--- src/rtl/ds3_oh_err_inserter.sv ---
module ds3_oh_err_inserter #(
  parameter int PAYLOAD_BITS = 84
) (
  input  logic       clk,
  input  logic       rst_n,
  input  logic       frame_start,
  input  logic       in_valid,
  input  logic       in_bit,
  input  logic       p_calc,
  input  logic       rx_status_strobe,
  input  logic       rx_p_err,
  input  logic       rx_cp_err,
  input  logic       reg_wr,
  input  logic [7:0] reg_addr,
  input  logic [7:0] reg_wdata,
  output logic [7:0] reg_rdata,
  output logic       out_valid,
  output logic       out_bit
);
  localparam int BLK_LEN = PAYLOAD_BITS + 1;
  localparam int BW      = $clog2(BLK_LEN + 1);
  localparam logic [BW-1:0] BIT_LAST = BW'(BLK_LEN - 1);

  logic [BW-1:0] bit_q, bit_c;
  logic [2:0]    blk_q, blk_c, sub_q, sub_c;
  logic [7:0]    ctrl_q;
  logic [27:0]   fmask_q;
  logic          err_q;
  logic          oh, tx;
  logic [2:0]    febe;
  logic [4:0]    fidx;

  // Position of the current bit; a frame strobe forces the first X-bit
  assign bit_c = frame_start ? '0 : bit_q;
  assign blk_c = frame_start ? '0 : blk_q;
  assign sub_c = frame_start ? '0 : sub_q;
  assign oh    = (bit_c == '0);
  assign fidx  = 5'd27 - ({sub_c, 2'b00} + {3'b000, blk_c[2:1]});
  assign febe  = ctrl_q[4] ? ctrl_q[7:5] : (err_q ? 3'b000 : 3'b111);

  always_ff @(posedge clk) begin
    if (!rst_n) begin
      bit_q <= '0;
      blk_q <= '0;
      sub_q <= '0;
    end else if (in_valid) begin
      if (bit_c == BIT_LAST) begin
        bit_q <= '0;
        if (blk_c == 3'd7) begin
          blk_q <= '0;
          sub_q <= (sub_c == 3'd6) ? 3'd0 : sub_c + 3'd1;
        end else begin
          blk_q <= blk_c + 3'd1;
          sub_q <= sub_c;
        end
      end else begin
        bit_q <= bit_c + BW'(1);
        blk_q <= blk_c;
        sub_q <= sub_c;
      end
    end
  end

  always_comb begin
    tx = in_bit;
    if (oh) begin
      if (blk_c == 3'd0) begin
        case (sub_c)
          3'd2, 3'd3: tx = p_calc ^ ctrl_q[3];
          3'd4:       tx = in_bit ^ ctrl_q[2];
          3'd5:       tx = in_bit ^ ctrl_q[1];
          3'd6:       tx = in_bit ^ ctrl_q[0];
          default:    tx = in_bit;
        endcase
      end else if (blk_c[0]) begin
        tx = in_bit ^ fmask_q[fidx];
      end else if (sub_c == 3'd3) begin
        case (blk_c[2:1])
          2'd1:    tx = febe[2];
          2'd2:    tx = febe[1];
          default: tx = febe[0];
        endcase
      end
    end
  end

  always_ff @(posedge clk) begin
    if (!rst_n) begin
      out_valid <= 1'b0;
      out_bit   <= 1'b0;
    end else begin
      out_valid <= in_valid;
      out_bit   <= in_valid ? tx : 1'b0;
    end
  end

  // Register file and receive status latch
  always_ff @(posedge clk) begin
    if (!rst_n) begin
      ctrl_q  <= '0;
      fmask_q <= '0;
      err_q   <= 1'b0;
    end else begin
      if (rx_status_strobe) err_q <= rx_p_err | rx_cp_err;
      if (reg_wr) begin
        case (reg_addr)
          8'h35: ctrl_q          <= reg_wdata;
          8'h36: fmask_q[27:24]  <= reg_wdata[3:0];
          8'h37: fmask_q[23:16]  <= reg_wdata;
          8'h38: fmask_q[15:8]   <= reg_wdata;
          8'h39: fmask_q[7:0]    <= reg_wdata;
          default: ;
        endcase
      end
    end
  end

  always_comb begin
    case (reg_addr)
      8'h35:   reg_rdata = ctrl_q;
      8'h36:   reg_rdata = {4'h0, fmask_q[27:24]};
      8'h37:   reg_rdata = fmask_q[23:16];
      8'h38:   reg_rdata = fmask_q[15:8];
      8'h39:   reg_rdata = fmask_q[7:0];
      default: reg_rdata = 8'h00;
    endcase
  end

  assert_pos_range_R1: assert property (@(posedge clk) disable iff (!rst_n)
    (bit_q <= BIT_LAST) && (sub_q <= 3'd6));

  assert_valid_lag_R2: assert property (@(posedge clk) disable iff (!rst_n)
    1'b1 |=> out_valid == $past(in_valid));

  assert_payload_pass_R3: assert property (@(posedge clk) disable iff (!rst_n)
    (in_valid && !oh) |=> out_bit == $past(in_bit));

  assert_p_bits_R4: assert property (@(posedge clk) disable iff (!rst_n)
    (in_valid && oh && blk_c == 3'd0 && (sub_c == 3'd2 || sub_c == 3'd3))
      |=> out_bit == ($past(p_calc) ^ $past(ctrl_q[3])));

  assert_m_clear_R5: assert property (@(posedge clk) disable iff (!rst_n)
    (in_valid && oh && blk_c == 3'd0 && sub_c >= 3'd4 && ctrl_q[2:0] == 3'd0)
      |=> out_bit == $past(in_bit));

  assert_f_clear_R6: assert property (@(posedge clk) disable iff (!rst_n)
    (in_valid && oh && blk_c[0] && fmask_q == '0) |=> out_bit == $past(in_bit));

  assert_febe_gen_R7: assert property (@(posedge clk) disable iff (!rst_n)
    (in_valid && oh && sub_c == 3'd3 && blk_c != 3'd0 && !blk_c[0] && !ctrl_q[4])
      |=> out_bit == !$past(err_q));
endmodule

--- config.mk ---
export PLATFORM = sky130hd
export DESIGN_NAME = ds3_oh_err_inserter
export DESIGN_NICKNAME = d
export VERILOG_FILES = /design/src/rtl/ds3_oh_err_inserter.sv
export SDC_FILE = /design/constraint.sdc
export NUM_CORES = 1
export LEC_CHECK = 0
export ABC_AREA = 1
export CAP_MARGIN = 20
export CORE_MARGIN = 2
export CORE_UTILIZATION = 50
export CTS_BUF_LIST = sky130_fd_sc_hd__clkbuf_4 sky130_fd_sc_hd__clkbuf_8
export DETAILED_ROUTE_END_ITERATION = 16
export DONT_BUFFER_PORTS = 1
export SYNTH_ARGS = -nofsm -noshare
export SYNTH_HDL_FRONTEND = slang
export SYNTH_SLANG_ARGS = --single-unit
--- constraint.sdc ---
create_clock -name clk -period 4.6 [get_ports clk]
set_clock_uncertainty 0.15 [all_clocks]
set_input_delay 0.69 -clock clk [delete_from_list [all_inputs] [get_ports clk]]
set_output_delay 0.69 -clock clk [all_outputs]
set_load 0.02 [all_outputs]
# == Yosys cells after proc, flatten, opt, wreduce, memory -nomap -nowiden ==
# Index checks and enable logic that the tools add are counted.
# totals
inputBits,26
romBits,0
mem_bits_rw,0
latch_bits,0
regBits,52
out_inout_bits,10
n_memories,0
word_cells,66
# classes
shift,0
n_reduce_logical,9
div_mod_pow,0
n_addsub,5
order_cmp,1
n_bitwise,6
mux,20
multipliers,0
n_eq_ne,14
# ops
operator,count
equality test 8 x 6 -> 1 bit (second input constant),5
one-hot mux 8 bit (5 select lines),1
two-way mux 3 bit,9
two-way mux 7 bit,2
equality test 3 bit (second input constant),4
AND reduction 2 bit,6
adder 7 x 1 -> 7 bit (second input constant),1
equality test 7 bit (second input constant),1
logical NOT 7 bit,1
adder 3 x 1 -> 3 bit (second input constant),2
equality test 3 x 2 -> 1 bit (second input constant),2
< comparator 5 x 6 -> 1 bit (second input constant),1
adder 5 x 2 -> 5 bit,1
binary-select mux 1 bit (select 5 bit),1
two-way mux 1 bit,5
subtractor 5 bit (first input constant),1
XOR 1 bit,5
one-hot mux 1 bit (4 select lines),1
logical NOT 3 bit,1
equality test 2 x 1 -> 1 bit (second input constant),1
equality test 2 bit (second input constant),1
one-hot mux 1 bit (2 select lines),1
OR reduction 2 bit,1
OR 1 bit,1

# == Logic depth before layout (Yosys ltp) ==
# logic_depth
word_depth,9
mapped_depth,16
mapped_depth_nobuf,15

# == Worst setup path after synthesis ==
# Ideal clock, no wire load.
# synth_path
kind,input to output
start,input reg_addr[3]
end,output reg_rdata[4]
required_time_ns,3.760
arrival_time_ns,1.926
path_stages,7
path_slack_ns,1.834
n_path_buf,0
path_cell_list,inv_1 -> or2_4 -> nor4_4 -> inv_1 -> o22ai_1 -> a21oi_1 -> o21ai_0
# synth_between
elab_chain_len,2
word_cells_on_any_way,6
classes_between,eq/ne: 5; mux: 1
# synth_lines
element,line,source
start: declaration,14,"input logic [7:0] reg_addr,"
equality test 8 x 6 -> 1 bit,119,case (reg_addr)
one-hot mux 8 bit (5 select lines) (*),119,
end: declaration,16,"output logic [7:0] reg_rdata,"
# Mark *: on every way between the ends. The rest lies on a longest branch, timed or not.

# == Final worst setup path ==
# layout_path
start,input reg_addr[7]
end,output reg_rdata[7]
# Same word-level chain as after synthesis.

==> impl_metrics.csv <==
group,metric,value,unit
status,status,"finished clean",
hold_path,hold_class,"primary input to flop",
logic_synthesis,ys_seq_elements,52,
timing,worst_pin_slew,0.8765,ns
global_route,grt_max_degree,29,
hold_path,min-delay-start,"rx_status_strobe",
die,dieHeight,83.13,um
placement,dpl.hpwl,5.947,mm
critical_path,reg2reg_depth,9,
placement,pre_cts_slack,1.491,ns
critical_path,critPathMaxFanout,10,
clock_network,cts_made_buffers,5,
die,ios,36,
clock_network,tritoncts,"yes",
final_layout,layout.nets,484,
placement,io_buffer_count,0,
timing,worst_slack,1.464,ns
drt,drt_wl_total,8.122,mm
die,dieArea,6910,um^2
timing,fin_crit_sh,0.6816,
global_route,grt-busiest-layer,"met2",
die,die_x,83.13,um
logic_synthesis,synth_top_family_by_area,"simple AND/OR/NAND/NOR gates",
final_layout,area.growth.synth_to_final,3.917,%
logic_synthesis,ys.flop_type,"dfxtp_1",
logic_synthesis,synth-xor-area-share,0.008393,
drt,first_pass_iters,5,
placement,gp_congestion,0.9596,
clock_network,cts.htree.levels,2,
power,p_leak,0.001196,uW
critical_path,worstSetupPathType,"primary input to output port",
clock_network,postCtsHoldBufs,0,
clock_network,postCtsSetupRepairBufs,0,
logic_synthesis,synthesis.nets,494,
timing,max_slew_margin,0.4150,
die,start_util,0.5226,
timing,layout_min_cycle_time,3.136,ns
timing,finalSetupTns,0,ns
drt,drt-vias-per-instance,5.681,
logic_synthesis,syn_avg_cell_area,6.850,um^2
critical_path,r2r_slack,2.21,ns
critical_path,cpPeakStageDelay,0.51,ns
critical_path,path_cells,"nor3_1 -> inv_2 -> nor4_4 -> inv_1 -> o22ai_1 -> a21oi_1 -> o21ai_0",
drt,route.detailed.drc,0,
global_route,grt_pass1_vias,2868,
global_route,met3_usage,0.04871,
critical_path,start_kind,"primary input",
hold_path,min_path_cells,1,
logic_synthesis,yosysUniqueCellTypes,41,
drt,wl_per_cell,15.53,um
clock_network,clock_latency,0.31,ns
timing,finalSetupViolations,0,
run,drv_cap,0,
drt,drt_iter0_markers,244,
critical_path,timing.rr.end,"out_bit",
logic_synthesis,yosysWarningCount,0,
clock_network,path_clk_slew,0.09,ns
critical_path,worstPathArrival,2.30,ns
drt,dr_total_vias,2971,
global_route,grt.met1_usage,0.3448,
drt,antenna_left,0,
final_layout,antenna_cells,0,
critical_path,worst_path_dominant_cell_family,"simple AND/OR/NAND/NOR gates",
timing,rsz0062_at_grt,"false",
logic_synthesis,syn_area,3131,um^2
global_route,grt_pass1_wl,13.86,mm
final_layout,multi_input_area,1733,um^2
timing,finalHoldViolCount,0,
logic_synthesis,async_flop_share,0,
logic_synthesis,synth_adder_area_share,0.04396,
logic_synthesis,synthMuxAreaShare,0,
final_layout,regArea,1041,um^2
power,powerDensity,266.4,nW/um^2
timing,clock.fmax,318.9,MHz
timing,slew_violations,0,
clock_network,root_buffer,"clkbuf_8",
logic_synthesis,yosysSeqAreaShare,0.3325,
final_layout,drive_gt1_frac,0.07143,
logic_synthesis,synthSimpleGateAreaFrac,0.2842,
logic_synthesis,synth-compound-area-share,0.2170,
logic_synthesis,synth-edff-count,0,
global_route,gr-usage-all-layers,0.2447,
global_route,grt_use_met2,0.3746,
global_route,antenna_found_initial,0,
die,core,5991,um^2
critical_path,slowest_stage,"nor4_4",
clock_network,cts.sinks,52,
critical_path,end_kind,"output port",
critical_path,required,3.76,ns
critical_path,critPathBufInv,2,
critical_path,timing.rr.start,"blk_q[1]",
power,ir_drop,155.0,uV
logic_synthesis,syn_inst,457,
hold_path,holdPathEnd,"err_q",
clock_network,cts.path.max_buffers,2,
global_route,overflow,0,
clock_network,ctsResizeCount,0,
final_layout,num-fill-cells,641,
die,rows,28,
where the power goes:
part	internal, uW	switching [uW]	total [uW]	leakage, uW
Clock	192	161	354	0.0000645
Sequential	455	4.05	459	0.000420
Combinational	17.2	37.1	54.3	0.000711
cell usage after synthesis (3+ instances only):
library cell	instances	area share
nand3_1	43	0.069
a221oi_1	4	0.011
buf_2	5	0.0080
inv_1	63	0.076
o21ai_0	41	0.066
nand2_4	3	0.011
nor4_4	3	0.020
nor2_1	16	0.019
nor3_1	6	0.0096
o21ai_1	4	0.0064
nor2_2	3	0.0060
ha_1	11	0.044
a21oi_1	62	0.099
buf_6	3	0.011
o22ai_1	4	0.0080
dfxtp_1	52	0.33
clkbuf_1	7	0.0084
nand2_1	94	0.11
nand2_2	5	0.010
metal layers:
metal / up-vias / share of wire / routed length (um)
li1: 1502 / - / -
met1: 1341 / 0.49 / 3941
met2: 106 / 0.43 / 3497
met3: 22 / 0.063 / 508
met4: 0 / 0.021 / 174
met5: - / 0 / 0
layout by cell type (no fill, tap or decap), types with 2 or more instances in the layout:
| master | instances |
|---|---|
| nor2_2 | 3 |
| xor2_1 | 2 |
| inv_1 | 63 |
| a31oi_1 | 2 |
| o211ai_1 | 2 |
| nor4_4 | 3 |
| nand2_1 | 94 |
| clkbuf_8 | 7 |
| a21oi_2 | 2 |
| dfxtp_1 | 52 |
| nor3_1 | 6 |
| nor2_1 | 16 |
| o21ai_1 | 4 |
| a21oi_1 | 62 |
| o21ai_0 | 41 |
| o22ai_1 | 4 |
| inv_2 | 2 |
| a221oi_1 | 4 |
| nand2_2 | 5 |
| ha_1 | 11 |
| nand3_1 | 43 |
| nand4_1 | 2 |
| nand2_4 | 3 |
through the flow:
stage / total power [uW] / area, um^2 / hold slack, ns / utilization / cells
2_1_floorplan: 518.9 / 3131 / 0.2890 / - / 457
3_3_place_gp: 522.5 / 3127 / 0.3041 / 0.5219 / 515
3_5_place_dp: 523.2 / 3127 / 0.3068 / 0.5219 / 515
4_1_cts: 871.5 / 3253 / 0.2988 / 0.5430 / 523
5_1_grt: 894.0 / 3253 / 0.2946 / 0.5430 / 523
6_report: 866.6 / 3253 / 0.3034 / 0.5430 / 523
layout make-up:
class,count,share of cell area
clock buffers,7,0.02962
flip-flops and latches,52,0.3200
clock inverters,1,0.009231
multi-input cells,321,0.5327
well taps,75,0.02885
inverters,67,0.07962
how the worst max path moves through the flow:
| stage | startpoint | to | slack [ns] | depth (start not counted) |
|---|---|---|---|---|
| floorplan | reg_addr[3] | reg_rdata[4] | 1.83 | 7 |
| detailed placement | reg_addr[7] | reg_rdata[6] | 1.49 | 7 |
| finish | reg_addr[7] | reg_rdata[7] | 1.46 | 7 |
| global placement | reg_addr[7] | reg_rdata[7] | 1.56 | 7 |
| global route | reg_addr[5] | reg_rdata[6] | 1.36 | 8 |
| CTS | reg_addr[7] | reg_rdata[7] | 1.46 | 7 |
state kept, by name (all words and copies together), names as in the netlist:
name and cells:
bit_q 7, blk_q 3, ctrl_q 8, err_q 1, fmask_q 28, out_bit 1
out_valid 1, sub_q 3
cells by family after synthesis:
family	Yosys count
compound gates	126
xor+xnor	3
fa+ha+maj	11
buf+inv	84
flops	52
simple gates	181
No activity file was read; power rests on OpenSTA's default activity.
